**src/rtl/flash_cmd_pkg.sv**
```systemverilog
package flash_cmd_pkg;
  typedef enum logic [2:0] {
    SQ_IDLE, SQ_U1, SQ_U2, SQ_SETUP, SQ_SU1, SQ_SU2
  } seq_t;

  typedef enum logic [1:0] {
    ER_IDLE, ER_PRE, ER_ERS, ER_TOUT
  } er_t;

  localparam logic [1:0] ARR_NONE  = 2'd0;
  localparam logic [1:0] ARR_PROG0 = 2'd1;
  localparam logic [1:0] ARR_ERASE = 2'd2;

  localparam logic [7:0] D_UNLK1 = 8'hAA;
  localparam logic [7:0] D_UNLK2 = 8'h55;
  localparam logic [7:0] D_SETUP = 8'h80;
  localparam logic [7:0] D_CONF  = 8'h10;
  localparam logic [7:0] D_IDENT = 8'h90;
  localparam logic [7:0] D_RST   = 8'hF0;

  localparam logic [15:0] MFR_CODE = 16'h00C2;
  localparam logic [15:0] DEV_CODE = 16'h22FE;
endpackage

```
**src/rtl/cmd_decoder.sv**
```systemverilog
module cmd_decoder
  import flash_cmd_pkg::*;
#(
  parameter int ADDR_W = 12
) (
  input  logic              clk,
  input  logic              rst_n,
  input  logic              wr_en,
  input  logic              busy,
  input  logic [ADDR_W-1:0] addr,
  input  logic [7:0]        cmd,
  output logic              start_erase,
  output logic              id_mode
);
  localparam logic [ADDR_W-1:0] A_FIRST  = ADDR_W'(12'h555);
  localparam logic [ADDR_W-1:0] A_SECOND = ADDR_W'(12'h2AA);

  seq_t seq_q, seq_n;
  logic id_q, id_n;
  logic accept;
  logic at_first, at_second;

  assign accept    = wr_en && !busy;
  assign at_first  = (addr == A_FIRST);
  assign at_second = (addr == A_SECOND);

  always_comb begin
    seq_n       = seq_q;
    id_n        = id_q;
    start_erase = 1'b0;
    if (accept) begin
      seq_n = SQ_IDLE;
      if (cmd == D_RST) begin
        id_n = 1'b0;
      end else begin
        case (seq_q)
          SQ_IDLE:  if (cmd == D_UNLK1 && at_first)  seq_n = SQ_U1;
          SQ_U1:    if (cmd == D_UNLK2 && at_second) seq_n = SQ_U2;
          SQ_U2: begin
            if (at_first && cmd == D_SETUP) seq_n = SQ_SETUP;
            else if (at_first && cmd == D_IDENT) id_n = 1'b1;
          end
          SQ_SETUP: if (cmd == D_UNLK1 && at_first)  seq_n = SQ_SU1;
          SQ_SU1:   if (cmd == D_UNLK2 && at_second) seq_n = SQ_SU2;
          SQ_SU2: begin
            if (cmd == D_CONF && at_first) begin
              start_erase = 1'b1;
              id_n        = 1'b0;
            end
          end
          default:  seq_n = SQ_IDLE;
        endcase
      end
    end
  end

  always_ff @(posedge clk or negedge rst_n) begin
    if (!rst_n) begin
      seq_q <= SQ_IDLE;
      id_q  <= 1'b0;
    end else begin
      seq_q <= seq_n;
      id_q  <= id_n;
    end
  end

  assign id_mode = id_q;

  // an erase begins from a clean decoder with ID mode dropped
  p_clean_start_r3: assert property (@(posedge clk) disable iff (!rst_n)
    $rose(busy) |-> (seq_q == SQ_IDLE && !id_q));

  // the decoder does not move while the erase engine is busy
  p_frozen_busy_r6: assert property (@(posedge clk) disable iff (!rst_n)
    (busy && $past(busy)) |-> $stable(seq_q) && $stable(id_q));
endmodule

```
**src/rtl/erase_engine.sv**
```systemverilog
module erase_engine
  import flash_cmd_pkg::*;
#(
  parameter int PRE_CYC  = 64,
  parameter int ERS_CYC  = 256,
  parameter int TOUT_CYC = 4096
) (
  input  logic       clk,
  input  logic       rst_n,
  input  logic       start,
  input  logic       rd_hit,
  output logic       busy,
  output logic       tog,
  output logic       tout,
  output logic [1:0] arr_cmd
);
  localparam int PH_MAX = (PRE_CYC > ERS_CYC) ? PRE_CYC : ERS_CYC;
  localparam int PH_W   = $clog2(PH_MAX + 1);
  localparam int EL_W   = $clog2(TOUT_CYC + 1);
  localparam logic [PH_W-1:0] PRE_LAST = PH_W'(PRE_CYC - 1);
  localparam logic [PH_W-1:0] ERS_LAST = PH_W'(ERS_CYC - 1);
  localparam logic [EL_W-1:0] EL_LAST  = EL_W'(TOUT_CYC - 1);

  er_t             st_q;
  logic [PH_W-1:0] ph_q;
  logic [EL_W-1:0] el_q;
  logic            tog_q;

  always_ff @(posedge clk or negedge rst_n) begin
    if (!rst_n) begin
      st_q  <= ER_IDLE;
      ph_q  <= '0;
      el_q  <= '0;
      tog_q <= 1'b0;
    end else begin
      if (st_q != ER_IDLE && rd_hit) tog_q <= ~tog_q;
      case (st_q)
        ER_IDLE: begin
          if (start) begin
            st_q  <= ER_PRE;
            ph_q  <= '0;
            el_q  <= '0;
            tog_q <= 1'b0;
          end
        end
        ER_PRE, ER_ERS: begin
          el_q <= el_q + 1'b1;
          if (st_q == ER_ERS && ph_q == ERS_LAST) begin
            st_q <= ER_IDLE;
          end else if (el_q == EL_LAST) begin
            st_q <= ER_TOUT;
          end else if (st_q == ER_PRE && ph_q == PRE_LAST) begin
            st_q <= ER_ERS;
            ph_q <= '0;
          end else begin
            ph_q <= ph_q + 1'b1;
          end
        end
        default: st_q <= ER_TOUT;
      endcase
    end
  end

  always_comb begin
    case (st_q)
      ER_PRE:  arr_cmd = ARR_PROG0;
      ER_ERS:  arr_cmd = ARR_ERASE;
      default: arr_cmd = ARR_NONE;
    endcase
  end

  assign busy = (st_q != ER_IDLE);
  assign tog  = tog_q;
  assign tout = (st_q == ER_TOUT);

  // a decoded confirm starts the engine on the next edge
  p_start_busy_r3: assert property (@(posedge clk) disable iff (!rst_n)
    start |=> busy);

  // erase phase never falls back to preprogram
  p_phase_order_r5: assert property (@(posedge clk) disable iff (!rst_n)
    (arr_cmd == ARR_ERASE) |=> (arr_cmd != ARR_PROG0));

  // a timeout holds busy and the flag until reset
  p_tout_sticky_r9: assert property (@(posedge clk) disable iff (!rst_n)
    tout |=> (tout && busy));
endmodule

```
**src/rtl/read_mux.sv**
```systemverilog
module read_mux
  import flash_cmd_pkg::*;
(
  input  logic        busy,
  input  logic        tog,
  input  logic        tout,
  input  logic        id_mode,
  input  logic        a6,
  input  logic        a1,
  input  logic        a0,
  input  logic [15:0] arr_rdata,
  output logic [15:0] rdata
);
  logic [15:0] status_w;
  logic [15:0] id_w;

  assign status_w = {8'h00, 1'b0, tog, tout, 5'b00000};

  always_comb begin
    if (!a6 && !a1) id_w = a0 ? DEV_CODE : MFR_CODE;
    else            id_w = 16'h0000;
  end

  always_comb begin
    if (busy)         rdata = status_w;
    else if (id_mode) rdata = id_w;
    else              rdata = arr_rdata;
  end
endmodule

```
**src/rtl/flash_cmd_ctrl.sv**
```systemverilog
module flash_cmd_ctrl
  import flash_cmd_pkg::*;
#(
  parameter int ADDR_W   = 12,
  parameter int PRE_CYC  = 64,
  parameter int ERS_CYC  = 256,
  parameter int TOUT_CYC = 4096
) (
  input  logic              clk,
  input  logic              rst_n,
  input  logic              ce,
  input  logic              we,
  input  logic              re,
  input  logic [ADDR_W-1:0] addr,
  input  logic [15:0]       wdata,
  input  logic [15:0]       arr_rdata,
  output logic [15:0]       rdata,
  output logic              busy,
  output logic [1:0]        arr_cmd
);
  logic wr_en, rd_hit, start_erase, id_mode, tog, tout;

  assign wr_en  = ce && we;
  assign rd_hit = ce && re;

  cmd_decoder #(.ADDR_W(ADDR_W)) u_dec (
    .clk(clk), .rst_n(rst_n), .wr_en(wr_en), .busy(busy), .addr(addr),
    .cmd(wdata[7:0]), .start_erase(start_erase), .id_mode(id_mode)
  );

  erase_engine #(.PRE_CYC(PRE_CYC), .ERS_CYC(ERS_CYC), .TOUT_CYC(TOUT_CYC)) u_eng (
    .clk(clk), .rst_n(rst_n), .start(start_erase), .rd_hit(rd_hit),
    .busy(busy), .tog(tog), .tout(tout), .arr_cmd(arr_cmd)
  );

  read_mux u_mux (
    .busy(busy), .tog(tog), .tout(tout), .id_mode(id_mode),
    .a6(addr[6]), .a1(addr[1]), .a0(addr[0]),
    .arr_rdata(arr_rdata), .rdata(rdata)
  );

  // status word while busy carries polarity 0 and no stray bits
  p_q7_low_r7: assert property (@(posedge clk) disable iff (!rst_n)
    busy |-> (rdata[7] == 1'b0 && rdata[15:8] == 8'h00 && rdata[4:0] == 5'b0));

  // consecutive busy reads see bit 6 invert
  p_toggle_r8: assert property (@(posedge clk) disable iff (!rst_n)
    (busy && rd_hit) |=> (!busy || rdata[6] != $past(rdata[6])));
endmodule

```
**config.mk**
```make
export PLATFORM = sky130hd
export DESIGN_NAME = flash_cmd_ctrl
export DESIGN_NICKNAME = d
export VERILOG_FILES = /design/src/rtl/flash_cmd_pkg.sv /design/src/rtl/cmd_decoder.sv /design/src/rtl/erase_engine.sv /design/src/rtl/read_mux.sv /design/src/rtl/flash_cmd_ctrl.sv
export SDC_FILE = /design/constraint.sdc
export NUM_CORES = 1
export LEC_CHECK = 0
export BUFFER_PORTS_ARGS = -buffer_cell sky130_fd_sc_hd__buf_2
export CORE_MARGIN = 4
export CORE_UTILIZATION = 51
export DETAILED_ROUTE_END_ITERATION = 10
export MAX_ROUTING_LAYER = met4
export PLACE_DENSITY = 0.8
export REMOVE_ABC_BUFFERS = 1
export SKIP_LAST_GASP = 1
export SYNTH_ARGS = -nofsm -noshare
export SYNTH_HDL_FRONTEND = slang
export SYNTH_SLANG_ARGS = --single-unit
```
**constraint.sdc**
```tcl
create_clock -name clk -period 2.5 [get_ports clk]
set_input_delay 0.25 -clock clk [delete_from_list [all_inputs] [get_ports clk]]
set_output_delay 0.25 -clock clk [all_outputs]
set_load 0.01 [all_outputs]
```
==> flow_summary.json, run 1 <==
{
  "status": "finished with violations",
  "violations": "hold timing",
  "crit_path_top_delay_cell": "dfrtp_1",
  "synth-seq-cells": 29,
  "nets": 365,
  "arrival_ns": 2.44,
  "rows": 23,
  "fin_crit_sh_pct": 90.4,
  "grt-ovfl-total": 0,
  "drc": 0,
  "yosys_warnings": 0,
  "slew_headroom_pct": 55.3,
  "leakage_nw": 1.25,
  "n_antenna_cell": 0,
  "die_w_um": 72.1,
  "critical_path_class": "reg -> reg",
  "start_util_pct": 52.7,
  "peakVddDrop_v": 0.000301,
  "grt_pass1_vias": 2072,
  "ant_nets": 0,
  "vias": 2164,
  "startpoint_type": "flip-flop",
  "crit_fanout": 9,
  "clockRootBuffer": "clkbuf_8",
  "die_area_mm2": 0.00519,
  "end_kind": "flip-flop",
  "drv_cap": 0,
  "core_area_mm2": 0.00397,
  "synth_ff_type": "dfrtp_1",
  "cp_slowest_stage_delay_ns": 0.40,
  "p_per_area_mw_per_mm2": 382,
  "drt_first_pass_iters": 4,
  "required_ns": 2.68,
  "wirelength_um": 5310,
  "post_cts_buffers": 0,
  "clk_pin_slew_ns": 0.06,
  "crit_path_cell_trace": "ha_1 > and3_1 > and3_1 > ha_1 > nand2_2 > nand3_1 > or2_1 > o31ai_1",
  "drive_gt1_share_pct": 24.6,
  "path_buf_inv": 0,
  "rsz0062_at_grt": "false",
  "crit_family": "simple AND/OR/NAND/NOR gates",
  "r2r_start": "u_eng.ph_q[0]$_DFFE_PN0P_",
  "netlist_area_mm2": 0.00209,
  "area_growth_pct": 20.9,
  "syn_area_per_cell_um2": 8.41,
  "grt_start_max_net_pins": 30,
  "postSynthCellCount": 249,
  "fmax_ghz": 0.443,
  "synth_top_area_share_pct": 34.7,
  "clock_skew_ns": 0.00515,
  "synthTopCellsByArea": "dfrtp_1 35%, and3_1 5.7%, o21ai_0 5.5%",
  "hold_buffers": 0,
  "place.gp.congestion": 0.931,
  "routedWlPerCell_um": 14.8,
  "yosysSeqAreaShare_pct": 34.7,
  "cts_tree": "done",
  "synth_top_area_cell": "dfrtp_1",
  "vias_per_cell": 6.03,
  "die_h_um": 72.1,
  "ff2ff_path_depth": 8,
  "cts.sinks": 29,
  "io_buffers": 59,
  "holdWs_ns": -0.0215,
  "hold_viol_final": 24,
  "synthArstFlopShare_pct": 100,
  "clock_latency_ns": 0.28,
  "finalMaxSlewViolations": 0,
  "hold_class": "in -> async",
  "max_slew.worst_pin.slew_ns": 0.667,
  "drt_iter0_drc": 129,
  "numCtsBuffers": 5,
  "io_pins": 68,
  "fin_crit_ns": 2.26,
  "setup_viol": 0,
  "r2r_slack_ns": 0.24,
  "cts_max_path_buffers": 2,
  "antenna_found_initial": 0,
  "htree_num_levels": 2,
  "grt_first_pass_wirelength_um": 9200,
  "fin_tns_setup_ns": 0,
  "synth.distinct_cells": 49,
  "dp_hpwl_um": 4030,
  "grtUsageTotal_pct": 22.9,
  "r2r_end": "u_eng.ph_q[6]$_DFFE_PN0P_",
  "synth_edf_count": 0
}
-- Yosys cell counts (2+ instances only) --
cell	number
and4b_1	2
a31oi_1	6
ha_1	7
nand3b_1	2
a21oi_1	8
a21o_1	6
a41oi_1	4
o211ai_1	2
nand2b_1	5
and2_1	5
nor3b_1	2
dfrtp_1	29
clkbuf_1	5
inv_1	11
o2bb2ai_1	2
o41ai_1	2
o22ai_1	3
nand4_1	6
nand2_1	17
nor4b_1	4
and3_1	19
and4_1	3
nor2_1	20
nor3_1	5
o31ai_1	5
or3_1	4
buf_2	7
or4_1	2
nand3_1	14
o21ai_0	23
-- metrics by stage --
stage               instances  worst slack, ns  utilization [%]  instance area (um2)  total power [mW]
floorplan                 237            0.143                -                 2040             0.525
global placement          352            0.251             61.5                 2440             0.585
detailed placement        352            0.184             61.5                 2440             0.587
CTS                       359            0.161             63.7                 2530             0.979
global route              359           0.0904             63.7                 2530              1.02
finish                    359            0.241             63.7                 2530             0.966
-- routing by layer --
layer  vias up  track usage, %  routed length, um
li1       1067               -                  -
met1      1019            26.8               2280
met2        71            36.8               2560
met3         7            6.37                405
met4         0            9.60                 70
met5         -               -                  0
-- layout make-up --
type	count	area, um2
Tap cell	50	62.6
Sequential cell	29	726
Multi-Input combinational cell	197	1270
Timing Repair Buffer	65	340
Inverter	11	41.3
Clock buffer	7	86.3
Fill cell	359	1440
-- repair_timing --
item,CTS,global route
endpoints found under the hold margin,0,0
resized for setup,0,1
endpoints found under the setup margin,0,1
-- power by group --
group | switching, mW | leakage [nW] | internal, mW
clock | 0.171 | 0.0443 | 0.218
combinational | 0.0479 | 0.866 | 0.0467
sequential | 0.00514 | 0.343 | 0.478
total | 0.224 | 1.25 | 0.742
-- worst max-delay path by stage --
stage	start	endpoint	slack (ns)	cells past startpoint
finish	u_eng.ph_q[0]$_DFFE_PN0P_	u_eng.ph_q[6]$_DFFE_PN0P_	0.24	8
detailed placement	u_eng.ph_q[0]$_DFFE_PN0P_	u_eng.ph_q[7]$_DFFE_PN0P_	0.18	8
floorplan	u_eng.st_q[0]$_DFFE_PN0P_	u_eng.ph_q[0]$_DFFE_PN0P_	0.14	7
global route	u_eng.ph_q[0]$_DFFE_PN0P_	u_eng.ph_q[7]$_DFFE_PN0P_	0.09	8
global placement	u_eng.ph_q[0]$_DFFE_PN0P_	u_eng.ph_q[7]$_DFFE_PN0P_	0.25	8
CTS	u_eng.ph_q[0]$_DFFE_PN0P_	u_eng.ph_q[6]$_DFFE_PN0P_	0.16	8
-- logic make-up after synthesis --
logic type	share of synthesized area [%]
flops	34.7
compound gates	22.7
xor+xnor	0.418
mux	0.538
buf+inv	4.54
simple gates	32.9
fa+ha+maj	4.18
-- sequential cells by signal (all words and copies together) (netlist names) --
signal / count
u_eng.tog: 1
u_eng.el_q: 13
u_eng.st_q: 2
u_dec.seq_q: 3
u_dec.id_mode: 1
u_eng.ph_q: 9
-- placed cells by master, fill, tap and decap left out, types with 3 or more instances in the layout --
cell,Yosys,routed
a21o_1,6,6
a21oi_1,8,8
a31oi_1,6,6
a41oi_1,4,4
and2_1,5,5
and3_1,19,19
and4_1,3,3
buf_2,7,59
buf_4,0,6
clkbuf_8,0,6
dfrtp_1,29,29
ha_1,7,7
inv_1,11,11
nand2_1,17,16
nand2b_1,5,5
nand3_1,14,14
nand4_1,6,6
nor2_1,20,20
nor3_1,5,5
nor4b_1,4,4
o21ai_0,23,23
o22ai_1,3,3
o31ai_1,5,5
or3_1,4,4
Note: power is estimated with default switching activity, not from simulation.
==> run 2: changes to the inputs <==
Settings changed: CORE_UTILIZATION 51 to 53, CTS_BUF_LIST set to sky130_fd_sc_hd__clkbuf_4, PLACE_DENSITY 0.8 to 0.83.
==> run 2 against run 1 <==
The run now ends clean. Via count increased by 0.18%. Total power increased by 9.2%. Final cell count unchanged. Clock power increased by 23%. Largest power group unchanged.
==> flow_summary.json, run 2 (same netlist as run 1, synthesis figures left out) <==
{
  "final_common_cell": "buf_2",
  "pre_cts_ws_ns": 0.312,
  "clock_skew_ns": 0.0118,
  "setup_viol": 0,
  "cp_slowest_stage_delay_ns": 0.43,
  "status": "finished clean",
  "crit_fanout": 6,
  "drt_iter0_drc": 107,
  "io_buffers": 59,
  "leakage_nw": 1.27,
  "wirelength_um": 5280,
  "clockRootBuffer": "clkbuf_4",
  "top_register": "u_eng.el_q",
  "dpl_cell_area_mm2": 0.00244,
  "grtUsageTotal_pct": 22.5,
  "ff2ff_path_depth": 8,
  "grt_first_pass_wirelength_um": 9110,
  "required_ns": 2.74,
  "slew_headroom_pct": 58.2,
  "final_area_mm2": 0.00255,
  "r2r_slack_ns": 0.25,
  "start_util_pct": 55.9,
  "p_per_area_mw_per_mm2": 414,
  "antenna_found_initial": 0,
  "r2r_start": "u_eng.ph_q[4]$_DFFE_PN0P_",
  "n_antenna_cell": 0,
  "drive_gt1_share_pct": 24.8,
  "cts_max_path_buffers": 2,
  "htree_num_levels": 2,
  "fmax_ghz": 0.445,
  "path_buf_inv": 0,
  "cts_tree": "done",
  "drv_cap": 0,
  "crit_path_top_delay_cell": "dfrtp_1",
  "core_area_mm2": 0.00374,
  "clk_pin_slew_ns": 0.10,
  "hold_start": "wdata[7]",
  "startpoint_type": "flip-flop",
  "grt-ovfl-total": 0,
  "arrival_ns": 2.49,
  "rsz0062_at_grt": "false",
  "fillCellCount": 323,
  "die_h_um": 70.8,
  "end_kind": "flip-flop",
  "ant_nets": 0,
  "crit_family": "simple AND/OR/NAND/NOR gates",
  "peakVddDrop_v": 0.000441,
  "place.gp.congestion": 0.940,
  "grt_pass1_vias": 2022,
  "finalMaxSlewViolations": 0,
  "intPower_mw": 0.834,
  "area_growth_pct": 21.9,
  "r2r_end": "u_eng.ph_q[7]$_DFFE_PN0P_",
  "largest_register_ffs": 13,
  "whs_path_depth": 3,
  "combPwrFrac_pct": 9.0,
  "grt_start_max_net_pins": 30,
  "worst_path_most_repeated_cell": "and3_1",
  "layout_common_cells": "59 x buf_2, 29 x dfrtp_1, 23 x o21ai_0",
  "fin_crit_sh_pct": 89.9,
  "cts.sinks": 29,
  "hold_buffers": 1,
  "rows": 22,
  "routedWlPerCell_um": 14.7,
  "final.setup.worst_slack_ns": 0.252,
  "critical_path_class": "reg -> reg",
  "die_area_mm2": 0.00502,
  "drc": 0,
  "die_w_um": 70.8,
  "post_cts_resized": 0,
  "fin_tns_setup_ns": 0,
  "drt_first_pass_iters": 4,
  "top_regs": "u_eng.el_q: 13 flops, u_eng.ph_q: 9 flops, u_dec.seq_q: 3 flops",
  "power_frac_clock_pct": 45.4,
  "io_pins": 68,
  "crit_path_cell_trace": "and3_1 > and3_1 > and3_1 > ha_1 > nand2_1 > nand3_1 > or2_1 > o31ai_1",
  "nets": 366,
  "seqPwrFrac_pct": 45.7,
  "hold_class": "in -> reg",
  "numCtsBuffers": 5,
  "vias_per_cell": 6.04,
  "power.switching_mw": 0.221,
  "max_slew.worst_pin.slew_ns": 0.627,
  "p_sw_share_pct": 21.0,
  "clock_latency_ns": 0.34,
  "vias": 2168,
  "fin_crit_ns": 2.25,
  "hold_viol_final": 0,
  "dp_hpwl_um": 3980,
  "min_to": "u_dec.id_mode$_DFFE_PN0P_",
  "post_cts_buffers": 0
}
## run 2: changes by cell type in the layout (fill, tap and decap cells not counted), sizes merged
cell	delta
bufinv	+2
clkbuf	-2
clkinv	+1
dlygate4sd3	+1
## run 2: per-stage QoR
stage	utilization [%]	power, mW	cells	hold WS, ns
2_1_floorplan	-	0.525	237	-0.0456
3_3_place_gp	65.2	0.584	350	0.306
3_5_place_dp	65.2	0.586	350	0.308
4_1_cts	68.2	1.07	359	0.202
5_1_grt	68.2	1.10	359	0.224
6_report	68.2	1.06	359	0.226
## run 2: power groups by stage
| stage | clock (mW) | sequential [mW] | combinational (mW) |
|---|---|---|---|
| 6_report | 0.479 | 0.482 | 0.0946 |
| 5_1_grt | 0.512 | 0.484 | 0.105 |
| 3_3_place_gp | 0 | 0.491 | 0.0929 |
| 3_5_place_dp | 0 | 0.492 | 0.0938 |
| 2_1_floorplan | 0 | 0.491 | 0.0340 |
| 4_1_cts | 0.493 | 0.482 | 0.0958 |
## run 2: metal layers
layer	global-route usage, %	up-vias	wire (um)
met3	4.97	10	506
li1	-	1068	-
met5	-	-	0
met2	33.4	93	2290
met4	8.56	0	100
met1	30.2	997	2380
## run 2: worst max-delay path by stage
stage                                         start                   endpoint  slack (ns)  depth (start not counted)
after floorplan           u_eng.st_q[0]$_DFFE_PN0P_  u_eng.ph_q[0]$_DFFE_PN0P_        0.14                          7
after CTS                 u_eng.st_q[0]$_DFFE_PN0P_                   rdata[5]        0.22                          7
after global routing      u_eng.ph_q[4]$_DFFE_PN0P_  u_eng.ph_q[7]$_DFFE_PN0P_        0.05                          8
final                     u_eng.ph_q[4]$_DFFE_PN0P_  u_eng.ph_q[7]$_DFFE_PN0P_        0.25                          8
after detailed placement  u_eng.ph_q[0]$_DFFE_PN0P_  u_eng.ph_q[7]$_DFFE_PN0P_        0.31                          8
after global placement    u_eng.ph_q[0]$_DFFE_PN0P_  u_eng.ph_q[7]$_DFFE_PN0P_        0.35                          8
## run 2: cell type report
cell class / count / area (um2) / area share (%)
clock buffer: 5 / 37.5 / 1.47
clock inverter: 3 / 65.1 / 2.55
inverter: 11 / 41.3 / 1.62
multi-input combinational: 197 / 1270 / 49.9
sequential: 29 / 726 / 28.4
tap: 48 / 60.1 / 2.35
timing repair buffer: 66 / 350 / 13.7
## run 2: worst min-delay path, cell delays in order
cell       delay [ns]
buf_2            0.13
nand2_1          0.09
o2bb2ai_1        0.06
